==> src/rtl/cbar_pkg.sv <==
package cbar_pkg;
  parameter int unsigned CNT_W  = 16;  // counts are written as two bytes
  parameter int unsigned ADDR_W = 7;
  parameter int unsigned NBARS  = 8;
  parameter int unsigned BAR_W  = $clog2(NBARS);

  localparam logic [ADDR_W-1:0] A_CTRL  = 7'h00;
  localparam logic [ADDR_W-1:0] A_PAT   = 7'h01;
  localparam logic [ADDR_W-1:0] A_DT    = 7'h02;
  localparam logic [ADDR_W-1:0] A_LEN_H = 7'h03;
  localparam logic [ADDR_W-1:0] A_LEN_L = 7'h04;
  localparam logic [ADDR_W-1:0] A_BAR_H = 7'h05;
  localparam logic [ADDR_W-1:0] A_BAR_L = 7'h06;
  localparam logic [ADDR_W-1:0] A_ACT_H = 7'h07;
  localparam logic [ADDR_W-1:0] A_ACT_L = 7'h08;
  localparam logic [ADDR_W-1:0] A_TOT_H = 7'h09;
  localparam logic [ADDR_W-1:0] A_TOT_L = 7'h0A;
  localparam logic [ADDR_W-1:0] A_PD_H  = 7'h0B;
  localparam logic [ADDR_W-1:0] A_PD_L  = 7'h0C;
  localparam logic [ADDR_W-1:0] A_VBP   = 7'h0D;
  localparam logic [ADDR_W-1:0] A_VFP   = 7'h0E;
  localparam int unsigned       COL_BASE = 64;
  localparam int unsigned       COL_STRIDE = 8;

  typedef struct packed {
    logic             bars_on;
    logic [3:0]       blk;
    logic [7:0]       dtype;
    logic [CNT_W-1:0] line_bytes;
    logic [CNT_W-1:0] bar_bytes;
    logic [CNT_W-1:0] act_lines;
    logic [CNT_W-1:0] tot_lines;
    logic [CNT_W-1:0] line_pd;
    logic [7:0]       vbp;
    logic [7:0]       vfp;
  } cfg_t;
endpackage

==> src/rtl/cbar_regs.sv <==
module cbar_regs
  import cbar_pkg::*;
#(
  parameter int unsigned BLK_MAX = 5
) (
  input  logic                                clk_i,
  input  logic                                rst_ni,
  input  logic                                wr_en_i,
  input  logic [ADDR_W-1:0]                   wr_addr_i,
  input  logic [7:0]                          wr_data_i,
  input  logic                                load_i,
  output logic                                en_o,
  output cfg_t                                cfg_o,
  output logic [NBARS-1:0][BLK_MAX-1:0][7:0]  col_o
);
  cfg_t                               cfg_q;
  logic [NBARS-1:0][BLK_MAX-1:0][7:0] col_live;

  always_ff @(posedge clk_i or negedge rst_ni) begin
    if (!rst_ni) begin
      en_o  <= 1'b0;
      cfg_q <= '0;
    end else if (wr_en_i) begin
      unique case (wr_addr_i)
        A_CTRL:  en_o                   <= wr_data_i[0];
        A_PAT:   {cfg_q.bars_on, cfg_q.blk} <= wr_data_i[4:0];
        A_DT:    cfg_q.dtype            <= wr_data_i;
        A_LEN_H: cfg_q.line_bytes[15:8] <= wr_data_i;
        A_LEN_L: cfg_q.line_bytes[7:0]  <= wr_data_i;
        A_BAR_H: cfg_q.bar_bytes[15:8]  <= wr_data_i;
        A_BAR_L: cfg_q.bar_bytes[7:0]   <= wr_data_i;
        A_ACT_H: cfg_q.act_lines[15:8]  <= wr_data_i;
        A_ACT_L: cfg_q.act_lines[7:0]   <= wr_data_i;
        A_TOT_H: cfg_q.tot_lines[15:8]  <= wr_data_i;
        A_TOT_L: cfg_q.tot_lines[7:0]   <= wr_data_i;
        A_PD_H:  cfg_q.line_pd[15:8]    <= wr_data_i;
        A_PD_L:  cfg_q.line_pd[7:0]     <= wr_data_i;
        A_VBP:   cfg_q.vbp              <= wr_data_i;
        A_VFP:   cfg_q.vfp              <= wr_data_i;
        default: ;
      endcase
    end
  end

  for (genvar b = 0; b < NBARS; b++) begin : g_bar
    for (genvar k = 0; k < BLK_MAX; k++) begin : g_byte
      localparam logic [ADDR_W-1:0] ADDR = ADDR_W'(COL_BASE + b * COL_STRIDE + k);
      logic [7:0] byte_q;
      always_ff @(posedge clk_i or negedge rst_ni) begin
        if (!rst_ni)                            byte_q <= '0;
        else if (wr_en_i && wr_addr_i == ADDR)  byte_q <= wr_data_i;
      end
      assign col_live[b][k] = byte_q;
    end
  end

  // frame-start snapshot
  always_ff @(posedge clk_i or negedge rst_ni) begin
    if (!rst_ni) begin
      cfg_o <= '0;
      col_o <= '0;
    end else if (load_i) begin
      cfg_o <= cfg_q;
      col_o <= col_live;
    end
  end
endmodule

==> src/rtl/cbar_timing.sv <==
module cbar_timing
  import cbar_pkg::*;
(
  input  logic             clk_i,
  input  logic             rst_ni,
  input  logic             en_i,
  input  logic [CNT_W-1:0] line_bytes_i,
  input  logic [CNT_W-1:0] act_lines_i,
  input  logic [CNT_W-1:0] tot_lines_i,
  input  logic [CNT_W-1:0] line_pd_i,
  input  logic [7:0]       vbp_i,
  input  logic [7:0]       vfp_i,
  output logic             load_o,
  output logic             run_o,
  output logic             vld_o,
  output logic             last_o,
  output logic             fs_o,
  output logic             fe_o,
  output logic             blank_o,
  output logic             vsync_o,
  output logic             overrun_o
);
  localparam int unsigned LW = CNT_W + 1;

  logic [CNT_W-1:0] line_q, cyc_q, pd_eff, dur;
  logic [LW-1:0]    act_lo, act_hi, sync_lo, line_x;
  logic             is_act, long_line, eol, last_line, eof;

  assign pd_eff    = (line_pd_i == '0) ? CNT_W'(1) : line_pd_i;
  assign line_x    = {1'b0, line_q};
  assign act_lo    = LW'(vbp_i);
  assign act_hi    = act_lo + LW'(act_lines_i);
  assign sync_lo   = act_hi + LW'(vfp_i);
  assign is_act    = (line_x >= act_lo) && (line_x < act_hi);
  assign long_line = is_act && (line_bytes_i > pd_eff);
  assign dur       = long_line ? line_bytes_i : pd_eff;
  assign eol       = (cyc_q == dur - CNT_W'(1));
  assign last_line = (line_x + LW'(1)) >= {1'b0, tot_lines_i};
  assign eof       = run_o && eol && last_line;
  assign load_o    = en_i && (!run_o || eof);

  always_ff @(posedge clk_i or negedge rst_ni) begin
    if (!rst_ni) begin
      run_o  <= 1'b0;
      line_q <= '0;
      cyc_q  <= '0;
    end else if (!en_i) begin
      run_o  <= 1'b0;
      line_q <= '0;
      cyc_q  <= '0;
    end else if (load_o) begin
      run_o  <= 1'b1;
      line_q <= '0;
      cyc_q  <= '0;
    end else if (eol) begin
      cyc_q  <= '0;
      line_q <= line_q + CNT_W'(1);
    end else begin
      cyc_q  <= cyc_q + CNT_W'(1);
    end
  end

  always_ff @(posedge clk_i or negedge rst_ni) begin
    if (!rst_ni)                                   overrun_o <= 1'b0;
    else if (run_o && long_line && cyc_q == '0)    overrun_o <= 1'b1;
  end

  assign vld_o   = run_o && is_act && (cyc_q < line_bytes_i);
  assign last_o  = vld_o && (cyc_q == line_bytes_i - CNT_W'(1));
  assign fs_o    = run_o && (line_q == '0) && (cyc_q == '0);
  assign fe_o    = eof;
  assign blank_o = run_o && !is_act;
  assign vsync_o = run_o && (line_x >= sync_lo);
endmodule

==> src/rtl/cbar_bytes.sv <==
module cbar_bytes
  import cbar_pkg::*;
#(
  parameter int unsigned BLK_MAX = 5
) (
  input  logic                               clk_i,
  input  logic                               rst_ni,
  input  logic                               vld_i,
  input  logic                               last_i,
  input  logic                               bars_on_i,
  input  logic [3:0]                         blk_i,
  input  logic [CNT_W-1:0]                   bar_bytes_i,
  input  logic [NBARS-1:0][BLK_MAX-1:0][7:0] col_i,
  output logic [7:0]                         data_o
);
  localparam int unsigned BK_W = (BLK_MAX > 1) ? $clog2(BLK_MAX) : 1;

  logic [CNT_W-1:0] bar_pos_q, bw_eff;
  logic [3:0]       blk_pos_q, bk_eff;
  logic [BAR_W-1:0] bar_idx_q, bar_sel;

  assign bw_eff = (bar_bytes_i == '0) ? CNT_W'(1) : bar_bytes_i;
  assign bk_eff = (blk_i == '0) ? 4'd1 : (blk_i > 4'(BLK_MAX)) ? 4'(BLK_MAX) : blk_i;

  always_ff @(posedge clk_i or negedge rst_ni) begin
    if (!rst_ni) begin
      bar_pos_q <= '0;
      blk_pos_q <= '0;
      bar_idx_q <= '0;
    end else if (vld_i && !last_i) begin
      if (bar_pos_q == bw_eff - CNT_W'(1)) begin
        bar_pos_q <= '0;
        blk_pos_q <= '0;
        bar_idx_q <= bar_idx_q + BAR_W'(1);
      end else begin
        bar_pos_q <= bar_pos_q + CNT_W'(1);
        blk_pos_q <= (blk_pos_q == bk_eff - 4'd1) ? 4'd0 : blk_pos_q + 4'd1;
      end
    end else begin
      bar_pos_q <= '0;
      blk_pos_q <= '0;
      bar_idx_q <= '0;
    end
  end

  assign bar_sel = bars_on_i ? bar_idx_q : '0;
  assign data_o  = vld_i ? col_i[bar_sel][blk_pos_q[BK_W-1:0]] : 8'h00;
endmodule

==> src/rtl/cbar_gen.sv <==
module cbar_gen
  import cbar_pkg::*;
#(
  parameter int unsigned BLK_MAX = 5
) (
  input  logic        clk_i,
  input  logic        rst_ni,
  input  logic        wr_en_i,
  input  logic [6:0]  wr_addr_i,
  input  logic [7:0]  wr_data_i,
  output logic        fs_o,
  output logic        fe_o,
  output logic        ls_o,
  output logic        le_o,
  output logic        valid_o,
  output logic [7:0]  data_o,
  output logic [7:0]  dtype_o,
  output logic        blank_o,
  output logic        vsync_o,
  output logic        overrun_o
);
  cfg_t                               cfg_sh;
  logic [NBARS-1:0][BLK_MAX-1:0][7:0] col_sh;
  logic                               gen_en, gen_run, gen_load, gen_last;

  cbar_regs #(.BLK_MAX(BLK_MAX)) u_regs (
    .clk_i, .rst_ni, .wr_en_i, .wr_addr_i, .wr_data_i,
    .load_i (gen_load),
    .en_o   (gen_en),
    .cfg_o  (cfg_sh),
    .col_o  (col_sh)
  );

  cbar_timing u_timing (
    .clk_i, .rst_ni,
    .en_i         (gen_en),
    .line_bytes_i (cfg_sh.line_bytes),
    .act_lines_i  (cfg_sh.act_lines),
    .tot_lines_i  (cfg_sh.tot_lines),
    .line_pd_i    (cfg_sh.line_pd),
    .vbp_i        (cfg_sh.vbp),
    .vfp_i        (cfg_sh.vfp),
    .load_o       (gen_load),
    .run_o        (gen_run),
    .vld_o        (valid_o),
    .last_o       (gen_last),
    .fs_o, .fe_o, .blank_o, .vsync_o, .overrun_o
  );

  cbar_bytes #(.BLK_MAX(BLK_MAX)) u_bytes (
    .clk_i, .rst_ni,
    .vld_i       (valid_o),
    .last_i      (gen_last),
    .bars_on_i   (cfg_sh.bars_on),
    .blk_i       (cfg_sh.blk),
    .bar_bytes_i (cfg_sh.bar_bytes),
    .col_i       (col_sh),
    .data_o
  );

  assign ls_o    = valid_o && fs_line_first();
  assign le_o    = gen_last;
  assign dtype_o = gen_run ? cfg_sh.dtype : 8'h00;

  // first byte of a line: valid now, and no byte was valid-and-not-last before
  logic prev_mid_q;
  always_ff @(posedge clk_i or negedge rst_ni) begin
    if (!rst_ni) prev_mid_q <= 1'b0;
    else         prev_mid_q <= valid_o && !gen_last;
  end

  function automatic logic fs_line_first();
    return !prev_mid_q;
  endfunction
endmodule

==> config.mk <==
export PLATFORM = sky130hd
export DESIGN_NAME = cbar_gen
export DESIGN_NICKNAME = d
export VERILOG_FILES = /design/src/rtl/cbar_pkg.sv /design/src/rtl/cbar_regs.sv /design/src/rtl/cbar_timing.sv /design/src/rtl/cbar_bytes.sv /design/src/rtl/cbar_gen.sv
export SDC_FILE = /design/constraint.sdc
export NUM_CORES = 2
export LEC_CHECK = 0
export BUFFER_PORTS_ARGS = -buffer_cell sky130_fd_sc_hd__buf_2
export CELL_PAD_IN_SITES_DETAIL_PLACEMENT = 2
export CELL_PAD_IN_SITES_GLOBAL_PLACEMENT = 2
export CORE_UTILIZATION = 46
export CTS_BUF_LIST = sky130_fd_sc_hd__clkbuf_16
export CTS_CLUSTER_SIZE = 8
export DETAILED_ROUTE_END_ITERATION = 10
export GPL_TIMING_DRIVEN = 0
export PLACE_DENSITY_LB_ADDON = 0.1
export REMOVE_ABC_BUFFERS = 1
export SLEW_MARGIN = 15
export SYNTH_ARGS = -nofsm -noshare
export SYNTH_HDL_FRONTEND = slang
export SYNTH_SLANG_ARGS = --single-unit
==> constraint.sdc <==
create_clock -name clk_i -period 9.6 [get_ports clk_i]
set_input_delay 1.44 -clock clk_i [delete_from_list [all_inputs] [get_ports clk_i]]
set_output_delay 1.44 -clock clk_i [all_outputs]
set_load 0.05 [all_outputs]
==> reports/qor.txt <==
final count of negative-setup-slack endpoints: 0
Final Hold Viols: 0
Mapped Cells: 3,240
Worst Max-Slew Pin Slew: 1.18 ns
Sw Ratio: 31.2%
post-route ant nets: 0
Synth cell types: 78
Slew headroom: 21.2%
cell row count: 112
top cells by count, synth: 917 x dfrtp_1, 450 x mux2_2, 410 x mux2_1
hold crit path type: register to register
layout filler cell count: 8,596
PD cells: 234 nW/µm²
1st-pass router iterations: 7
Async S/R FF share, synth: 100%
clock share of power: 36.7%
Core Area: 93,900 µm²
Tmin final: 9.13 ns
final instance area: 49,000 µm²
die height: 311 µm
Port Buffers: 41
gr ovfl total: 0
critical path class: register to output port
CP max FO: 13
first-pass GRT wire length: 194,000 µm
Final Skew: 0.0455 ns
crit path capture type: output port
Total Wirelength: 124,000 µm
Setup WS post-layout: 0.473 ns
CTS H-Tree Depth: 4
Area Growth Syn to Fin: 11.7%
max-cap violation count: 0
drc violations: 0
crit-path leading delay family: compound AO/OA/AOI/OAI gates
initial antenna violation count: 11
TritonCTS clock tree: built
share of cells above drive strength 1: 25.1%
max frequency: 110 MHz
clock sink count: 917
Routed WL per cell: 27.0 µm
Yosys warnings: 0
Placer Congestion: 0.845
DP HPWL: 81,300 µm
#FFs+latches synth: 917
Synth Cell Area: 43,900 µm²
Worst-Skew Late Latency: 0.74 ns
status: complete, no violations
Yosys top cell by area: dfrtp_1
dpl cell area: 45,200 µm²
DR iter-0 viols: 1,242
CTS Root Cell: clkbuf_16
Startpoint Class: register
Slew Limit Fails: 0
vias in the first global route: 31,700
maximum vdd drop: 0.146 mV
Avg Cell Area, Syn: 13.5 µm²
Post-synth top flop: dfrtp_1
WP buf/inv: 4
largest net degree at the start of global routing: 155
CP max-delay cell: dfrtp_1
Synth top area share: 52.3%
clock buffer count from CTS: 133
die width: 311 µm
Post-synth EDFFs: 0
clock transition at the registers of the reported paths: 0.05 ns
vias: 26,800
RSZ-0062 raised after global routing: no
final worst-path cycle share: 95.1%
IO Pins: 42
Nets: 3,438
Crit path arrival time: 7.69 ns
Seq/Total Area, Yosys: 52.3%
initial core utilization: 46.7%
Seq pwr share: 40.5%
Combinational Power Share: 22.8%
biggest cell delay along the critical path: 0.40 ns
Via-to-Cell Ratio: 5.85
DIE AREA: 96,600 µm²
LEAKAGE: 23.8 nW
critical path required time: 8.16 ns
Internal Power: 0.00789 W
Sw Pwr: 0.00357 W
GRT Util Overall: 26.2%
Clock Tree Buf Depth: 3
count leader, synth: dfrtp_1
setup slack at placement: -0.0868 ns
Area contributors post-synth: dfrtp_1 52%, mux2_2 12%, mux2_1 11%
==> power groups by stage <==
stage                     sequential, W  combinational, W  clock (W)
after global routing            0.00469           0.00285    0.00444
after floorplan                 0.00456           0.00175          0
final                           0.00464           0.00261    0.00420
after CTS                       0.00464           0.00258    0.00431
after global placement          0.00464           0.00239          0
after detailed placement        0.00469           0.00251          0
==> sequential cells by signal, indices dropped and copies added, names as in the netlist <==
signal                      flops
u_timing.overrun_o              1
u_regs.col_o                  320
u_timing.cyc_q                 16
prev_mid_q                      1
u_bytes.bar_idx_q               3
u_regs.cfg_o                  109
u_regs.en_o                     1
u_regs.cfg_q                  109
u_regs.g_bar.g_byte.byte_q    320
u_bytes.bar_pos_q              16
u_timing.run_o                  1
u_bytes.blk_pos_q               4
u_timing.line_q                16
==> path summary, 6_finish.rpt <==
kind | depth (start not counted) | end | slack, ns | from
worst max-delay path | 30 | fe_o | 0.47 | u_regs.cfg_o[8]
worst min-delay path | 1 | u_regs.col_o[259] | 0.47 | u_regs.g_bar[6].g_byte[2].byte_q[3]
worst max register to register | 38 | u_regs.col_o[226] | 0.58 | u_regs.cfg_o[8]
worst min register to register | 1 | u_regs.col_o[259] | 0.47 | u_regs.g_bar[6].g_byte[2].byte_q[3]
max in group asynchronous | 4 | u_regs.col_o[191] | 6.61 | rst_ni
min in group asynchronous | 1 | u_regs.cfg_q[44] | 0.65 | rst_ni
==> metal layers <==
| metal | vias up | GRT usage, % | share of wire [%] |
|---|---|---|---|
| met5 | - | 0 | 0.029 |
| met4 | 6 | 10.5 | 3.8 |
| met3 | 251 | 4.01 | 3.3 |
| met2 | 428 | 45.3 | 50 |
| met1 | 14400 | 32.9 | 42 |
| li1 | 11800 | - | - |
==> cells by family (layout without fill, tap and decap cells) <==
family / after synthesis / after routing / share of synthesized area [%]
multiplexers: 993 / 993 / 27.4
AO/OA/AOI/OAI: 273 / 273 / 4.23
other: 0 / 3 / 0
flip-flops: 917 / 917 / 52.3
buffers and inverters: 276 / 362 / 4.05
adder cells (fa/ha/maj): 116 / 116 / 3.34
XOR/XNOR: 125 / 125 / 2.50
AND/OR/NAND/NOR: 540 / 540 / 6.23
==> what timing repair did <==
action                                 4_1_cts  5_1_grt
pin swaps                                    0        7
gates resized for setup                      7       12
setup endpoints to repair                   12       96
setup buffers                                0        2
hold buffers                                 0        0
endpoints found under the hold margin        0        0
==> through the flow <==
| stage | setup TNS [ns] | utilization [%] | hold slack, ns | total power, W | cells |
|---|---|---|---|---|---|
| finish | 0 | 52.2 | 0.473 | 0.0115 | 4583 |
| global route | 0 | 52.2 | 0.487 | 0.0120 | 4580 |
| CTS | 0 | 52.1 | 0.479 | 0.0115 | 4576 |
| detailed placement | -0.732 | 48.2 | 0.467 | 0.00720 | 4419 |
| global placement | - | 47.1 | 0.461 | 0.00703 | 4354 |
| floorplan | -4879.87 | - | 0.421 | 0.00631 | 3059 |
==> placed cells by master, fill, tap and decap left out, drive strengths merged, types with 10 or more instances in the layout <==
master	n
or2	10
a211oi	10
inv	112
xor2	49
dfrtp	917
mux2i	54
nand2b	21
ha	114
nor4	20
xnor2	76
mux2	860
buf	110
o21a	18
nor2	137
nor3	48
a21oi	65
a21o	18
o22ai	14
and3	20
nand4	28
nor2b	20
mux4	79
and2	34
or3	20
nand2	103
clkbuf	134
o211ai	11
nand3	50
o21ai	58
==> area by class of cell <==
cell class / count / area [µm²] / area share, %
clock inverters: 23 / 262 / 0.534
multi-input cells: 2047 / 19300 / 39.3
well taps: 1254 / 1570 / 3.20
repair buffers: 110 / 1220 / 2.48
inverters: 95 / 357 / 0.728
diodes: 3 / 7.51 / 0.0153
clock buffers: 134 / 3350 / 6.84
flip-flops and latches: 917 / 23000 / 46.9
No activity file was read; power rests on OpenSTA's default activity.
